`config.mk`:
```
export PLATFORM = sky130hd
export DESIGN_NAME = prio_irq_latch_ctrl
export DESIGN_NICKNAME = d
export VERILOG_FILES = /design/src/rtl/pil_pkg.sv /design/src/rtl/pil_src_mux.sv /design/src/rtl/pil_latch_bank.sv /design/src/rtl/pil_regs.sv /design/src/rtl/pil_arb.sv /design/src/rtl/prio_irq_latch_ctrl.sv
export SDC_FILE = /design/constraint.sdc
export NUM_CORES = 1
export LEC_CHECK = 0
export BUFFER_PORTS_ARGS = -buffer_cell sky130_fd_sc_hd__clkbuf_2
export CORE_UTILIZATION = 35
export DETAILED_ROUTE_END_ITERATION = 10
export REMOVE_ABC_BUFFERS = 1
export SETUP_SLACK_MARGIN = 0.05
export SLEW_MARGIN = 30
export SYNTH_ARGS = -nofsm -noshare
export SYNTH_HDL_FRONTEND = slang
export SYNTH_SLANG_ARGS = --single-unit
export TNS_END_PERCENT = 100
```
`constraint.sdc`:
```
create_clock -name clk_i -period 2.1 [get_ports clk_i]
set_input_delay 0.105 -clock clk_i [delete_from_list [all_inputs] [get_ports clk_i]]
set_output_delay 0.105 -clock clk_i [all_outputs]
set_load 0.02 [all_outputs]
```
`src/rtl/pil_pkg.sv`:
```
package pil_pkg;
  localparam int unsigned VEC_W = 16;
  localparam logic [VEC_W-1:0] VEC_TOP = 16'hFFFE;

  function automatic logic [VEC_W-1:0] vec_of(input logic [3:0] idx);
    return VEC_TOP - VEC_W'({idx, 1'b0});
  endfunction

  // number of set bits of mask strictly below pos
  function automatic int unsigned rank_below(input logic [31:0] mask, input int unsigned pos);
    int unsigned c;
    c = 0;
    for (int unsigned b = 0; b < 32; b++)
      if (b < pos && mask[b]) c++;
    return c;
  endfunction

  function automatic int unsigned count_ones(input logic [31:0] mask);
    return rank_below(mask, 32);
  endfunction
endpackage

```
`src/rtl/pil_src_mux.sv`:
```
module pil_src_mux #(
  parameter int unsigned N_LVL = 12,
  parameter logic [N_LVL-1:0] MUX_LVL = 12'b1100_0010_0000,
  parameter int unsigned N_MUX = 3
) (
  input  logic [N_LVL-1:0] pri_i,
  input  logic [N_LVL-1:0] alt_i,
  input  logic [N_MUX-1:0] sel_i,
  output logic [N_LVL-1:0] req_o
);
  for (genvar k = 0; k < N_LVL; k++) begin : g_lvl
    if (MUX_LVL[k]) begin : g_mux
      localparam int unsigned RK = pil_pkg::rank_below(32'(MUX_LVL), k);
      assign req_o[k] = sel_i[RK] ? alt_i[k] : pri_i[k];
    end else begin : g_pass
      assign req_o[k] = pri_i[k] | (alt_i[k] & 1'b0);
    end
  end
endmodule

```
`src/rtl/pil_latch_bank.sv`:
```
module pil_latch_bank #(
  parameter int unsigned N_LAT = 16,
  parameter int unsigned FIRST = 2
) (
  input  logic             clk_i,
  input  logic             rst_ni,
  input  logic [N_LAT-1:0] set_i,
  input  logic [N_LAT-1:0] wclr_i,
  input  logic [N_LAT-1:0] aclr_i,
  output logic [N_LAT-1:0] lat_o
);
  for (genvar i = 0; i < N_LAT; i++) begin : g_bit
    if (i < FIRST) begin : g_rsvd
      assign lat_o[i] = 1'b0;
    end else begin : g_lat
      logic q;
      always_ff @(posedge clk_i or negedge rst_ni) begin
        if (!rst_ni) q <= 1'b0;
        else         q <= set_i[i] | (q & ~wclr_i[i] & ~aclr_i[i]); // set wins
      end
      assign lat_o[i] = q;
    end
  end
endmodule

```
`src/rtl/pil_regs.sv`:
```
module pil_regs #(
  parameter int unsigned N_LAT = 16,
  parameter int unsigned LVL0 = 4,
  parameter int unsigned CTRL_W = 4,
  parameter int unsigned ADDR_W = 8,
  parameter logic [ADDR_W-1:0] BASE = 8'h38
) (
  input  logic              clk_i,
  input  logic              rst_ni,
  input  logic              wr_en_i,
  input  logic [ADDR_W-1:0] wr_addr_i,
  input  logic [7:0]        wr_data_i,
  input  logic [ADDR_W-1:0] rd_addr_i,
  input  logic [N_LAT-1:0]  lat_i,
  input  logic              take_mask_i,
  output logic [N_LAT-1:0]  en_o,
  output logic [CTRL_W-1:0] ctrl_o,
  output logic [7:0]        rd_data_o,
  output logic [N_LAT-1:0]  wclr_o
);
  localparam logic [ADDR_W-1:0] A_CTRL = BASE;
  localparam logic [ADDR_W-1:0] A_ENL  = BASE + ADDR_W'(2);
  localparam logic [ADDR_W-1:0] A_ENH  = BASE + ADDR_W'(3);
  localparam logic [ADDR_W-1:0] A_ILL  = BASE + ADDR_W'(4);
  localparam logic [ADDR_W-1:0] A_ILH  = BASE + ADDR_W'(5);
  // bit 0 is the master enable, bits below LVL0 otherwise reserved
  localparam logic [N_LAT-1:0] EN_MASK = ({N_LAT{1'b1}} << LVL0) | N_LAT'(1);

  logic [N_LAT-1:0]  en_q, en_d;
  logic [CTRL_W-1:0] ctrl_q;

  always_comb begin
    en_d = en_q;
    if (wr_en_i && wr_addr_i == A_ENL) en_d[7:0]  = wr_data_i & EN_MASK[7:0];
    if (wr_en_i && wr_addr_i == A_ENH) en_d[15:8] = wr_data_i & EN_MASK[15:8];
    if (take_mask_i) en_d[0] = 1'b0; // accept beats write
  end

  always_ff @(posedge clk_i or negedge rst_ni) begin
    if (!rst_ni) begin
      en_q   <= '0;
      ctrl_q <= '0;
    end else begin
      en_q <= en_d;
      if (wr_en_i && wr_addr_i == A_CTRL) ctrl_q <= wr_data_i[CTRL_W-1:0];
    end
  end

  always_comb begin
    wclr_o = '0;
    if (wr_en_i && wr_addr_i == A_ILL) wclr_o[7:0]  = ~wr_data_i;
    if (wr_en_i && wr_addr_i == A_ILH) wclr_o[15:8] = ~wr_data_i;
  end

  always_comb begin
    unique case (rd_addr_i)
      A_CTRL:  rd_data_o = 8'(ctrl_q);
      A_ENL:   rd_data_o = en_q[7:0];
      A_ENH:   rd_data_o = en_q[15:8];
      A_ILL:   rd_data_o = lat_i[7:0];
      A_ILH:   rd_data_o = lat_i[15:8];
      default: rd_data_o = 8'h00;
    endcase
  end

  assign en_o   = en_q;
  assign ctrl_o = ctrl_q;
endmodule

```
`src/rtl/pil_arb.sv`:
```
module pil_arb #(
  parameter int unsigned N_LAT = 16,
  parameter int unsigned IDX_W = 4,
  parameter logic [N_LAT-1:0] NMI_MASK = 16'h000C,
  parameter logic [N_LAT-1:0] LVL_MASK = 16'hFFF0
) (
  input  logic [N_LAT-1:0] lat_i,
  input  logic [N_LAT-1:0] gate_i,
  output logic             irq_o,
  output logic [IDX_W-1:0] idx_o,
  output logic [15:0]      vec_o
);
  logic [N_LAT-1:0] nmi_hit, msk_hit, cand;

  assign nmi_hit = lat_i & NMI_MASK;
  assign msk_hit = lat_i & gate_i & LVL_MASK;
  // non-maskable group first; lowest index picked inside a group
  assign cand    = (|nmi_hit) ? nmi_hit : msk_hit;

  always_comb begin
    idx_o = '0;
    for (int i = N_LAT - 1; i >= 0; i--)
      if (cand[i]) idx_o = IDX_W'(i);
  end

  assign irq_o = |cand;
  assign vec_o = irq_o ? pil_pkg::vec_of(4'(idx_o)) : 16'h0000;
endmodule

```
`src/rtl/prio_irq_latch_ctrl.sv`:
```
module prio_irq_latch_ctrl #(
  parameter int unsigned N_NMI = 2,
  parameter int unsigned N_LVL = 12,
  parameter logic [N_LVL-1:0] MUX_LVL = 12'b1100_0010_0000,
  parameter int unsigned ADDR_W = 8,
  parameter logic [ADDR_W-1:0] REG_BASE = 8'h38
) (
  input  logic              clk_i,
  input  logic              rst_ni,
  input  logic [N_NMI-1:0]  nmi_req_i,
  input  logic [N_LVL-1:0]  lvl_req_i,
  input  logic [N_LVL-1:0]  alt_req_i,
  input  logic              ack_i,
  input  logic              wr_en_i,
  input  logic [ADDR_W-1:0] wr_addr_i,
  input  logic [7:0]        wr_data_i,
  input  logic [ADDR_W-1:0] rd_addr_i,
  output logic [7:0]        rd_data_o,
  output logic              irq_o,
  output logic [15:0]       vec_o
);
  localparam int unsigned FIRST  = 2;
  localparam int unsigned LVL0   = FIRST + N_NMI;
  localparam int unsigned N_LAT  = LVL0 + N_LVL; // register map assumes 16
  localparam int unsigned IDX_W  = $clog2(N_LAT);
  localparam int unsigned N_MUX  = pil_pkg::count_ones(32'(MUX_LVL));
  localparam int unsigned CTRL_W = 1 + N_MUX;
  localparam logic [N_LAT-1:0] NMI_MASK = N_LAT'(((1 << N_NMI) - 1) << FIRST);
  localparam logic [N_LAT-1:0] LVL_MASK = {N_LAT{1'b1}} << LVL0;

  logic [N_LAT-1:0]  lat_q, set_v, wclr_v, aclr_v, gate_v, en_vec;
  logic [CTRL_W-1:0] ctrl_v;
  logic [N_LVL-1:0]  lvl_set;
  logic [IDX_W-1:0]  win_idx;
  logic              take, take_mask;

  pil_src_mux #(.N_LVL(N_LVL), .MUX_LVL(MUX_LVL), .N_MUX(N_MUX)) u_mux (
    .pri_i(lvl_req_i), .alt_i(alt_req_i), .sel_i(ctrl_v[CTRL_W-1:1]), .req_o(lvl_set)
  );

  always_comb begin
    set_v = '0;
    set_v[FIRST +: N_NMI] = nmi_req_i;
    set_v[LVL0 +: N_LVL]  = lvl_set;
  end

  // eligibility: master enable, own enable, level 0 also needs the pin enable
  for (genvar i = 0; i < N_LAT; i++) begin : g_gate
    if (i < LVL0) begin : g_ng
      assign gate_v[i] = 1'b0;
    end else if (i == LVL0) begin : g_pin
      assign gate_v[i] = en_vec[0] & en_vec[i] & ctrl_v[0];
    end else begin : g_std
      assign gate_v[i] = en_vec[0] & en_vec[i];
    end
  end

  pil_arb #(.N_LAT(N_LAT), .IDX_W(IDX_W), .NMI_MASK(NMI_MASK), .LVL_MASK(LVL_MASK)) u_arb (
    .lat_i(lat_q), .gate_i(gate_v), .irq_o(irq_o), .idx_o(win_idx), .vec_o(vec_o)
  );

  assign take      = ack_i & irq_o;
  assign take_mask = take & (win_idx >= IDX_W'(LVL0));
  assign aclr_v    = take ? (N_LAT'(1) << win_idx) : '0;

  pil_regs #(.N_LAT(N_LAT), .LVL0(LVL0), .CTRL_W(CTRL_W), .ADDR_W(ADDR_W), .BASE(REG_BASE)) u_regs (
    .clk_i(clk_i), .rst_ni(rst_ni), .wr_en_i(wr_en_i), .wr_addr_i(wr_addr_i),
    .wr_data_i(wr_data_i), .rd_addr_i(rd_addr_i), .lat_i(lat_q), .take_mask_i(take_mask),
    .en_o(en_vec), .ctrl_o(ctrl_v), .rd_data_o(rd_data_o), .wclr_o(wclr_v)
  );

  pil_latch_bank #(.N_LAT(N_LAT), .FIRST(FIRST)) u_lat (
    .clk_i(clk_i), .rst_ni(rst_ni), .set_i(set_v), .wclr_i(wclr_v), .aclr_i(aclr_v), .lat_o(lat_q)
  );
endmodule

```
After elaboration in Yosys (flattened, before gate mapping)
Index checks and enable logic that the tools add are counted.
- logic and storage cells: 153
- latch bits: 0
- memories: 0
- memory bits (writable): 0
- ROM bits: 0
- register bits after elaboration: 31
- order comparisons: 1
- div/mod/pow operators: 0
- bitwise logic cells: 87
- $add $sub $neg: 1
- multiply operators: 0
- mux-type cells: 27
- reductions and logical operators: 8
- shift operators: 1
- eq/ne operators: 10
- operators by type and width (kind ; count):
    $eq A8 B6 Y1 const B ; 10
    $mux W4 ; 16
    $mux W16 ; 3
    $and A1 B1 Y1 ; 43
    $pmux W8 S5 ; 1
    $not A1 Y1 ; 28
    $and A16 B16 Y16 ; 1
    $mux W8 ; 2
    $reduce_or A16 Y1 ; 1
    $shl A1 B4 Y16 const A ; 1
    $or A1 B1 Y1 ; 14
    $not A8 Y8 ; 1
    $sub A2 B6 Y7 const A ; 1
    $logic_and A1 B1 Y1 ; 5
    $mux W1 ; 5
    $ge A4 B3 Y1 const B ; 1
    $reduce_bool A2 Y1 ; 1
    $reduce_or A2 Y1 ; 1

Logic depth before layout (Yosys ltp)
Gate-level depths: netlist of run 1.
- word-level depth: 25
- gate-level depth with buffers: 7
- gate-level depth less buffers: 6

Hierarchy
Synthesis of run 1 repeated with hierarchy kept, for this count alone.
- cell total of the unflattened synthesis: 283
- area total of the unflattened synthesis: 2497.4 µm²
- modules (own cells, without submodules) (module ; cells an instance ; area each (µm²) ; times used ; sequential area each (µm²)):
    pil_regs ; 119 ; 1202.4 ; 1 ; 425.4
    pil_latch_bank ; 59 ; 631.9 ; 1 ; 350.3
    pil_arb ; 55 ; 341.6 ; 1 ; 0.0
    prio_irq_latch_ctrl ; 38 ; 209.0 ; 1 ; 0.0
    pil_src_mux ; 12 ; 112.6 ; 1 ; 0.0

Worst setup path before layout of run 1
OpenSTA, ideal clock, no wires.
- path type: reg-to-output
- start point: register u_regs.en_q[7], in the netlist u_regs.en_o[7]
- end point: output vec_o[1]
- setup slack: 0.236 ns
- data required time: 1.995 ns
- path buffers: 0
- arrival time: 1.759 ns
- cell stages (with the launch flop): 6
- path through: dfrtp_1 a22oi_1 nand3_1 o21ai_0 nand3_1 and2_1
- elaborated cells on any way between the ends: 14
- RTL lines (element ; line ; source):
    start: declaration ; pil_regs.sv:29 ; logic [N_LAT-1:0] en_q, en_d;
    start signal: assignment ; pil_regs.sv:44 ; en_q <= en_d;
    $and A1 B1 Y1 ; prio_irq_latch_ctrl.sv:54 ; assign gate_v[i] = en_vec[0] & en_vec[i];
    $and A16 B16 Y16 ; pil_arb.sv:16 ; assign msk_hit = lat_i & gate_i & LVL_MASK;
    $mux W16 ; pil_arb.sv:18 ; assign cand = (|nmi_hit) ? nmi_hit : msk_hit;
    $reduce_or A16 Y1 ; pil_arb.sv:26 ; assign irq_o = |cand;
    via irq_o ; prio_irq_latch_ctrl.sv:19 ; output logic irq_o,
    $mux W16 ; pil_arb.sv:27 ; assign vec_o = irq_o ? pil_pkg::vec_of(4'(idx_o)) : 16'h0000;
    end: declaration ; prio_irq_latch_ctrl.sv:20 ; output logic [15:0] vec_o
The timed path passes the listed nets, and every way through them passes these cells.

Worst setup path in the final report of run 1
- start point: register u_lat.g_bit[12].g_lat.q
- end point: output vec_o[1]
- word-level cells in the longest chain between the ends: 17
- elaborated cells on any way between the ends: 18
- ends and longest elaborated chain (element ; line ; source):
    start: declaration ; pil_latch_bank.sv:16 ; logic q;
    start signal: assignment ; pil_latch_bank.sv:19 ; else q <= set_i[i] | (q & ~wclr_i[i] & ~aclr_i[i]);
    $and A16 B16 Y16 (*) ; pil_arb.sv:16 ;
    $mux W16 (*) ; pil_arb.sv:18 ;
    $mux W4 (13 in a row) ; pil_arb.sv:23 ; if (cand[i]) idx_o = IDX_W'(i);
    $sub A2 B6 Y7 ; pil_pkg.sv:6 ; return VEC_TOP - VEC_W'({idx, 1'b0});
    $mux W16 (*) ; pil_arb.sv:27 ;
Every way passes the cells marked *; elsewhere a longest branch is shown, timed or not.

==> flow_summary.toml, run 1 <==
[status]
outcome = "finished, final reports clean"

[detailed_routing]
post_drt_wl_per_cell_um = 16.16
vias_per_cell = 5.451
ant_nets = 0
via_count = 1886
drc_marker_count_from_the_first_detailed_route_iteration = 103
drcViolationCount = 0
routed_wl_um = 5591
drt_pre_antenna_iters = 5

[synthesis]
synth.yosys.warnings = 0
synth-edff-count = 0
seq_area_frac_synth = 0.3942
area_fraction_of_the_dominant_cell_type_after_synthesis = 0.3942
yosys-top-cells-area = "dfrtp_1 39%, mux2_2 9.2%, a22oi_1 7.2%"
synth_async_sr_flop_share = 1.000
netlist_area_um2 = 1968
synth.ff_latch_count = 31
syn-instance-count = 203
synth_area_per_cell_um2 = 9.695
synth.distinct_cells = 43
yosysTopAreaCell = "dfrtp_1"
postSynth.topFlopCell = "dfrtp_1"

[timing]
fmaxAchievable_mhz = 516.5
report.final.hold_viol_count = 0
setup_slack_ns = 0.1640
final_setup_violation_count = 0
whs_ns = 0.01253
timing.final.crit_share = 0.9219
final.setup_skew_ns = 0.006691
rsz0062_at_grt = "true"
max_slew_margin = 0.4679
period_minus_slack_ns = 1.936
final_max_slew_viol_count = 0
setup-tns-final_ns = 0
worst-slew-pin-transition_ns = 0.7981

[clocking]
clkSinkCount = 31
path_clk_slew_ns = 0.06
clock_tree.root_cell = "clkbuf_8"
cts-root-to-sink-buffers = 2
skew_pair_late_insertion_delay_ns = 0.28
tritoncts = "yes"
number_of_h_tree_levels = 2
cts-buffers-inserted = 5

[critical_path]
worstPathMaxFanout = 4
crit_path_end_kind = "output pin"
timing.setup.critical_path_class = "reg2out"
required_ns = 2.00
timing.critical_path.arrival_ns = 1.83
setup.worst_path.start_class = "flop"

[power_and_ir_drop]
cellPowerDensity_nw_per_um2 = 514.4
internal-power_uw = 937.5
power.share.sequential = 0.497
p_sw_frac = 0.2684
p_clk_frac = 0.331
comb_power_share = 0.172
p_sw_uw = 343.9
power.ir.vdd_worst_mv = 0.2048
power.static_leakage_nw = 1.143

[floorplanning]
dieHeight_um = 76.99
i_o_pins = 79
full_die_area_um2 = 5927
die_width_um = 76.99
design.core.area_um2 = 5270
std_cell_rows = 26
floorplan.initialDensity = 0.3735

[place]
detailedPlacementHpwl_um = 4312
dpl_worst_slack_ns = 0.1788
numPortBuffers = 68
gp_congestion = 0.9060

[global_routing]
grt_first_pass_wirelength_um = 9087
first_global_vias = 1843
globalRoute.totalOverflow = 0
grt_max_degree = 32
grt_usage = 0.2011
grt_antenna_before_repair = 0

[final_layout]
finalNetCount = 331
share_of_layout_cells_above_drive_strength_1 = 0.4022
sequential_cell_area_um2 = 777.0
antenna_cells = 0
area_delta_synth_final_pct = 26.57
fillerInstances = 563
multiInputGateArea_um2 = 1110

[hold_path]
holdCritPathClass = "in2reg"

[run]
max-cap-violations = 0
[stage by stage]
stage	instances	instance area, um^2	total power, mW	utilization
floorplan	190	1873	0.7497	-
global placement	335	2354	0.8522	0.4466
detailed placement	335	2354	0.8548	0.4466
CTS	342	2439	1.281	0.4627
global route	346	2491	1.354	0.4727
finish	346	2491	1.281	0.4727
[cells in the final DEF, fill, tap and decap left out, drive strengths merged, types with 2 or more instances in the layout]
| master | count |
|---|---|
| nand2 | 25 |
| a22oi | 19 |
| o221ai | 4 |
| o31a | 2 |
| o21bai | 5 |
| and3 | 2 |
| a21oi | 2 |
| o2111ai | 2 |
| mux2 | 16 |
| buf | 11 |
| nand2b | 10 |
| a31oi | 3 |
| nor3 | 7 |
| nand3b | 2 |
| a22o | 2 |
| and2 | 4 |
| mux2i | 4 |
| nand3 | 7 |
| o21ai | 14 |
| dfrtp | 31 |
| clkbuf | 74 |
| nor2 | 8 |
| inv | 3 |
[power groups by stage]
stage / Sequential [mW] / Clock, mW / Combinational (mW)
after floorplan: 0.642 / 0 / 0.108
after global placement: 0.647 / 0 / 0.205
after detailed placement: 0.647 / 0 / 0.208
after CTS: 0.637 / 0.434 / 0.211
after global routing: 0.639 / 0.472 / 0.244
final: 0.636 / 0.424 / 0.221
[critical path: stages (launching register included)]
cell	delay (ns)
dfrtp_1	0.41
nand2_1	0.11
nand4_1	0.15
a41o_1	0.32
a21oi_2	0.14
o21ai_1	0.10
and2_1	0.17
clkbuf_2	0.15
[synth_stat cells (2+ instances only)]
| cell type | n |
|---|---|
| dfrtp_1 | 31 |
| nand2_1 | 25 |
| a22oi_1 | 19 |
| mux2_2 | 16 |
| buf_4 | 12 |
| nand2b_1 | 10 |
| o21ai_1 | 9 |
| nor2_1 | 8 |
| nor3_1 | 7 |
| nand3_1 | 6 |
| o21ai_0 | 5 |
| o21bai_1 | 5 |
| and2_1 | 4 |
| mux2i_1 | 4 |
| o221ai_1 | 4 |
| a31oi_1 | 3 |
| inv_1 | 3 |
| a21oi_1 | 2 |
| a22o_1 | 2 |
| and3_1 | 2 |
| nand3b_1 | 2 |
| o2111ai_1 | 2 |
| o31a_1 | 2 |
[logic make-up (layout without fill, tap and decap cells)]
kind of cell           Yosys count  after routing  synth area share
buffers and inverters           16             89           0.05404
muxes                           20             20            0.1119
and+or+nand+nor                 72             72            0.2009
AOI/OAI and AO/OA               63             63            0.2371
DFF                             31             31            0.3941
other                            1              1          0.001905
[routing by layer]
layer / up-vias / share of wire / GRT usage
met5: - / 0 / 0
met4: 0 / 0.013 / 0.07547
met3: 6 / 0.074 / 0.03929
met2: 72 / 0.48 / 0.3232
met1: 894 / 0.44 / 0.2664
li1: 914 / - / -
[registers in the layout, indices dropped and copies added, names as in the netlist]
signal               cells
u_regs.ctrl_o            4
u_regs.en_o             13
u_lat.g_bit.g_lat.q     14
[repair_timing]
action                     in CTS  in global routing
hold endpoints to repair       31                  0
setup endpoints to repair      12                 13
setup buffers                   0                  4
resized for setup               1                  8
hold buffers                    1                  0
[worst paths after layout]
| path | startpoint | to | cells after the start | slack, ns |
|---|---|---|---|---|
| setup / recovery | u_lat.g_bit[12].g_lat.q | vec_o[1] | 7 | 0.16 |
| hold / removal | lvl_req_i[9] | u_lat.g_bit[13].g_lat.q | 2 | 0.01 |
| setup reg to reg | u_regs.en_o[7] | u_lat.g_bit[9].g_lat.q | 6 | 0.21 |
| hold reg to reg | u_regs.ctrl_o[1] | u_lat.g_bit[9].g_lat.q | 2 | 0.55 |
| max in group asynchronous | rst_ni | u_lat.g_bit[3].g_lat.q | 2 | 1.11 |
| min in group asynchronous | rst_ni | u_lat.g_bit[6].g_lat.q | 2 | 0.45 |
[area by class of cell]
class,instances,share of cell area
Clock buffer,6,0.02913
Sequential cell,31,0.3119
Tap cell,70,0.03516
Multi-Input combinational cell,156,0.4455
Timing Repair Buffer,80,0.1738
Inverter,3,0.004520
Power figures use the tool's default switching activity.
==> run 2, diff against run 1 <==
- CORE_MARGIN: default -> 4
==> run 2 against run 1 <==
  * Wire length is 4.3% higher
  * Setup slack worse by 0.014 ns
  * Fmax down 0.71%
  * Power decreased by 0.12%
  * Critical path depth down 1
  * Final cell count rose by 0.29%
  * Clock skew about the same
  * Sequential share of layout area is 0.066 points lower
  * Die area is 16% higher
  * Sequential cell count unchanged
==> flow_summary.toml, run 2 (synthesized netlist as in run 1, its figures left out) <==
[critical_path]
timing.setup.critical_path_class = "reg2out"
setup.worst_path.start_class = "flop"
required_ns = 2.00
worstPathMaxFanout = 6
timing.critical_path.arrival_ns = 1.84
crit_path_end_kind = "output pin"

[place]
dpl_worst_slack_ns = 0.1979
numPortBuffers = 68
detailedPlacementHpwl_um = 4552
gp_congestion = 0.9026

[final_layout]
final_util = 0.4554
finalNetCount = 330
most_common_cell_after_layout_fill_and_taps_aside = "clkbuf_2"
share_of_layout_cells_above_drive_strength_1 = 0.4036
max_flop_register = "u_lat.g_bit.g_lat.q"
largest_register_ff_count = 14
antenna_cells = 0
area_delta_synth_final_pct = 26.64
final_cell_mix = "68 x clkbuf_2, 31 x dfrtp_1, 24 x nand2_1"

[timing]
whs_ns = 0.01486
final_max_slew_viol_count = 0
final_setup_violation_count = 0
period_minus_slack_ns = 1.950
rsz0062_at_grt = "true"
report.final.hold_viol_count = 0
timing.final.crit_share = 0.9286
max_slew_margin = 0.4648
setup-tns-final_ns = 0
final.setup_skew_ns = 0.006659
worst-slew-pin-transition_ns = 0.8028
setup_slack_ns = 0.1500
fmaxAchievable_mhz = 512.8

[clocking]
cts-root-to-sink-buffers = 2
number_of_h_tree_levels = 2
clkSinkCount = 31
skew_pair_late_insertion_delay_ns = 0.28
cts-buffers-inserted = 5
clock_tree.root_cell = "clkbuf_8"
path_clk_slew_ns = 0.06
tritoncts = "yes"

[global_routing]
first_global_vias = 1848
grt_antenna_before_repair = 0
globalRoute.totalOverflow = 0
grt_max_degree = 32
grt_usage = 0.1715
grt_first_pass_wirelength_um = 9425

[power_and_ir_drop]
finalPower_mw = 1.280
power.static_leakage_nw = 1.135
power.ir.vdd_worst_mv = 0.3705
cellPowerDensity_nw_per_um2 = 513.5

[detailed_routing]
routed_wl_um = 5832
vias_per_cell = 5.464
ant_nets = 0
drc_marker_count_from_the_first_detailed_route_iteration = 120
via_count = 1896
drcViolationCount = 0
post_drt_wl_per_cell_um = 16.81
drt_pre_antenna_iters = 4

[run]
max-cap-violations = 0

[floorplanning]
std_cell_rows = 27
die_width_um = 82.99
i_o_pins = 79
design.core.area_um2 = 5473
dieHeight_um = 82.99
full_die_area_um2 = 6887
floorplan.initialDensity = 0.3596

[hold_path]
holdCritPathClass = "in2reg"

[status]
outcome = "finished, final reports clean"
run 2: changes by cell type in the layout (fill, tap and decap cells not counted), sizes merged:
| cell | change |
|---|---|
| buf | -1 |
run 2: area by class of cell:
type	instances	area, um^2
Inverter	3	11.26
Multi-Input combinational cell	156	1117
Sequential cell	31	775.7
Fill cell	567	2980
Tap cell	72	90.09
Clock buffer	6	72.57
Timing Repair Buffer	79	425.4
run 2: metal layers:
layer	GRT usage	share of wire
met4	0.05201	0.014
met1	0.2396	0.49
met5	0	0
met3	0.03869	0.043
met2	0.2638	0.46
run 2: where the power goes:
part | switching, mW | internal [mW]
logic | 0.118 | 0.0992
registers | 0.0231 | 0.616
clock network | 0.203 | 0.220
run 2: final timing paths:
path	cells past startpoint	slack, ns	end	startpoint
max	6	0.15	vec_o[7]	u_regs.en_o[7]
min	2	0.01	u_lat.g_bit[3].g_lat.q	nmi_req_i[1]
max reg2reg	6	0.21	u_lat.g_bit[13].g_lat.q	u_regs.en_o[7]
min reg2reg	1	0.56	u_regs.ctrl_o[2]	u_regs.ctrl_o[2]
max in group asynchronous	2	1.15	u_lat.g_bit[4].g_lat.q	rst_ni
min in group asynchronous	2	0.45	u_regs.en_o[14]	rst_ni
run 2: critical path: stages (launching register included):
cell and delay [ns]:
dfrtp_1 0.42, a22oi_1 0.26, nand3_1 0.22, o21ai_2 0.22, nand3_2 0.13, buf_4 0.17, clkbuf_2 0.15
run 2: stage by stage:
step / instance area [um^2] / cells
floorplan: 1873 / 190
global placement: 2356 / 337
CTS: 2446 / 344
detailed placement: 2356 / 337
global route: 2492 / 347
finish: 2492 / 347
run 2: repair_timing:
item,in CTS,in global routing
setup endpoints to repair,7,10
pin swaps,0,2
buffers inserted,0,3
hold buffers,1,0
gates resized for setup,3,7
gates cloned,0,0
hold endpoints to repair,31,0
==> run 3, diff against run 2 <==
- ABC_AREA: default -> 1
- MAX_ROUTING_LAYER: default -> met4
==> run 3 against run 2 <==
  * The run now ends with negative hold slack, negative setup slack left
  * Clock power is 24% higher
  * Global-route usage grew 0.83 points
  * Via count up 17%
  * Synthesized cell count rose by 43%
  * Combinational power up 7%
  * Synthesized area increased by 5.8%
  * Fmax down 10%
  * Non-clock buffer count is 11 higher
  * Hold slack lost 0.023 ns
  * Wire length up 9.4%
  * Critical path depth rose by 10
  * Critical endpoint is now vec_o[1]
  * Largest cell class unchanged
==> flow_summary.toml, run 3 <==
[detailed_routing]
post_drt_wl_per_cell_um = 14.27
via_count = 2221
drcViolationCount = 0
ant_nets = 0
vias_per_cell = 4.969
drt_pre_antenna_iters = 4
routed_wl_um = 6380
drc_marker_count_from_the_first_detailed_route_iteration = 118

[synthesis]
yosys-top-cells-area = "dfrtp_1 37%, nand2_1 12%, o21ai_0 7.7%"
synth.ff_latch_count = 31
area_fraction_of_the_dominant_cell_type_after_synthesis = 0.3724
yosys.area_share.adder = 0
netlist_area_um2 = 2083
combinational_family_with_the_most_area_after_synthesis = "simple AND/OR/NAND/NOR gates"
postSynth.topFlopCell = "dfrtp_1"
yosysTopAreaCell = "dfrtp_1"
synth-edff-count = 0
netlist_top_cells_count = "67 x nand2_1, 42 x inv_1, 32 x o21ai_0"
synth.yosys.warnings = 0
synth_mux_area_frac = 0.01441
seq_area_frac_synth = 0.3724
synth_async_sr_flop_share = 1.000
most_frequently_used_cell_type_in_the_post_synthesis_netlist = "nand2_1"
post_synth_xor_area_fraction = 0
synth-compound-area-share = 0.1640
synth_area_per_cell_um2 = 7.184
post_synth_and_or_nand_nor_area_fraction = 0.3135
syn-instance-count = 290
synth.distinct_cells = 34

[timing]
period_minus_slack_ns = 2.173
setup_slack_ns = -0.07315
rsz0062_at_grt = "true"
whs_ns = -0.008199
final.setup_skew_ns = 0.006436
max_slew_margin = 0.4748
fmaxAchievable_mhz = 460.2
setup-tns-final_ns = -0.2723
report.final.hold_viol_count = 2
final_max_slew_viol_count = 0
final_setup_violation_count = 8
worst-slew-pin-transition_ns = 0.7878
timing.final.crit_share = 1.035

[clocking]
cts-buffers-inserted = 5
number_of_h_tree_levels = 2
clock_tree.root_cell = "clkbuf_8"
skew_pair_late_insertion_delay_ns = 0.29
path_clk_slew_ns = 0.06
clkSinkCount = 31
tritoncts = "yes"
cts-root-to-sink-buffers = 2

[power_and_ir_drop]
p_sw_uw = 386.9
power.static_leakage_nw = 1.539
p_sw_frac = 0.2741
cellPowerDensity_nw_per_um2 = 486.3
internal-power_mw = 1.025
comb_power_share = 0.165
power.ir.vdd_worst_mv = 0.3484
power.share.sequential = 0.461
p_clk_frac = 0.373

[final_layout]
antenna_cells = 0
max_flop_register = "u_lat.g_bit.g_lat.q"
sequential_cell_area_um2 = 775.7
share_of_layout_cells_above_drive_strength_1 = 0.3680
multiInputGateArea_um2 = 1156
final_cell_mix = "60 x nand2_1, 53 x clkbuf_2, 40 x inv_1"
area_delta_synth_final_pct = 39.34
fillerInstances = 571
largest_register_ff_count = 14
most_common_cell_after_layout_fill_and_taps_aside = "nand2_1"
finalNetCount = 428

[place]
numPortBuffers = 68
gp_congestion = 0.8818
detailedPlacementHpwl_um = 4723

[global_routing]
grt_usage = 0.1797
globalRouteMet1Util = 0.2291
grt_max_degree = 32
grt_use_met3 = 0.04175
met2_usage = 0.2910
globalRoute.totalOverflow = 0
grt_antenna_before_repair = 0
busiest_layer = "met2"
grt_first_pass_wirelength_um = 10120
first_global_vias = 2114

[critical_path]
worstPathMaxFanout = 6
required_ns = 2.00
timing.setup.critical_path_class = "reg2out"
crit_path_end_kind = "output pin"
timing.critical_path.arrival_ns = 2.07
setup.worst_path.start_class = "flop"

[run]
max-cap-violations = 0

[hold_path]
holdCritPathClass = "in2reg"

[status]
violations = "negative hold slack, negative setup slack"
outcome = "finished with violations"

[floorplanning]
die_width_um = 85.15
std_cell_rows = 27
dieHeight_um = 85.15
floorplan.initialDensity = 0.3693
design.core.area_um2 = 5642
full_die_area_um2 = 7251
i_o_pins = 79
-- run 3: cell count changes after synthesis, sizes merged, moves of 3 or more --
cell | previous run | this run
a211o | 0 | 3
a22oi | 19 | 0
and2 | 4 | 1
inv | 3 | 48
mux2 | 16 | 0
nand2 | 25 | 74
nand2b | 10 | 0
nand3 | 7 | 11
nand4 | 1 | 11
nor2 | 8 | 29
o21ai | 14 | 34
o21bai | 5 | 9
o221ai | 4 | 0
-- run 3: logic make-up (layout without fill, tap and decap cells) --
| group | after synthesis | in the layout |
|---|---|---|
| AND/OR/NAND/NOR | 137 | 137 |
| buffers and inverters | 61 | 146 |
| multiplexers | 3 | 3 |
| other | 1 | 1 |
| flip-flops | 31 | 31 |
| AO/OA/AOI/OAI | 57 | 57 |
-- run 3: worst paths after layout --
| check | from | to | slack [ns] | cells past startpoint |
|---|---|---|---|---|
| max in group asynchronous | rst_ni | u_lat.g_bit[11].g_lat.q | 1.17 | 2 |
| setup / recovery | u_lat.g_bit[3].g_lat.q | vec_o[1] | -0.07 | 16 |
| setup reg to reg | u_lat.g_bit[3].g_lat.q | u_lat.g_bit[11].g_lat.q | -0.04 | 15 |
| hold reg to reg | u_regs.en_o[7] | u_regs.en_o[7] | 0.50 | 2 |
| min in group asynchronous | rst_ni | u_regs.en_o[4] | 0.43 | 2 |
| hold / removal | lvl_req_i[3] | u_lat.g_bit[7].g_lat.q | -0.008 | 3 |
-- run 3: power by group through the flow --
stage	Sequential (mW)	Combinational (mW)	Clock, mW
finish	0.651	0.233	0.527
CTS	0.649	0.213	0.534
global placement	0.661	0.185	0
detailed placement	0.661	0.188	0
global route	0.655	0.259	0.573
floorplan	0.655	0.0966	0
-- run 3: layout make-up --
type | instances | share of cell area
Sequential cell | 31 | 0.2672
Timing Repair Buffer | 90 | 0.2052
Tap cell | 72 | 0.03103
Clock buffer | 8 | 0.03448
Inverter | 48 | 0.06379
Multi-Input combinational cell | 198 | 0.3983
-- run 3: critical path, cell delays in order, from the launching register on --
cell	delay, ns
dfrtp_1	0.42
nor2_4	0.19
nand2_4	0.10
inv_6	0.10
nand3_4	0.07
nand2_2	0.08
nand2_2	0.05
nand2_1	0.05
nand2_1	0.05
nand2_1	0.06
nand2_1	0.05
nand2_1	0.07
nand2_2	0.08
nand2_4	0.08
nand2_4	0.06
a21oi_4	0.13
buf_8	0.12
-- run 3: metrics by stage --
stage	total power, mW	cells	cell area, um^2	utilization	worst slack (ns)
after floorplan	0.7512	277	1989	-	-1.286
after global placement	0.8459	422	2457	0.4356	0.04719
after detailed placement	0.8487	422	2457	0.4356	0.05183
after CTS	1.397	439	2730	0.4839	-0.04507
after global routing	1.486	447	2903	0.5145	-0.2187
final	1.411	447	2903	0.5145	-0.07315
-- run 3: metal layers --
layer / share of wire / vias to the layer above / wire length, um
met5: 0 / - / 0
met4: 0.0086 / 0 / 55
met3: 0.081 / 6 / 515
met2: 0.49 / 77 / 3146
met1: 0.42 / 1033 / 2662
li1: - / 1105 / -
-- run 3: repair_timing --
action	in CTS	in global routing
hold buffers	2	0
endpoints found under the setup margin	17	27
buffers inserted	7	9
resized for setup	31	32
pin swaps	5	18
hold endpoints to repair	32	0
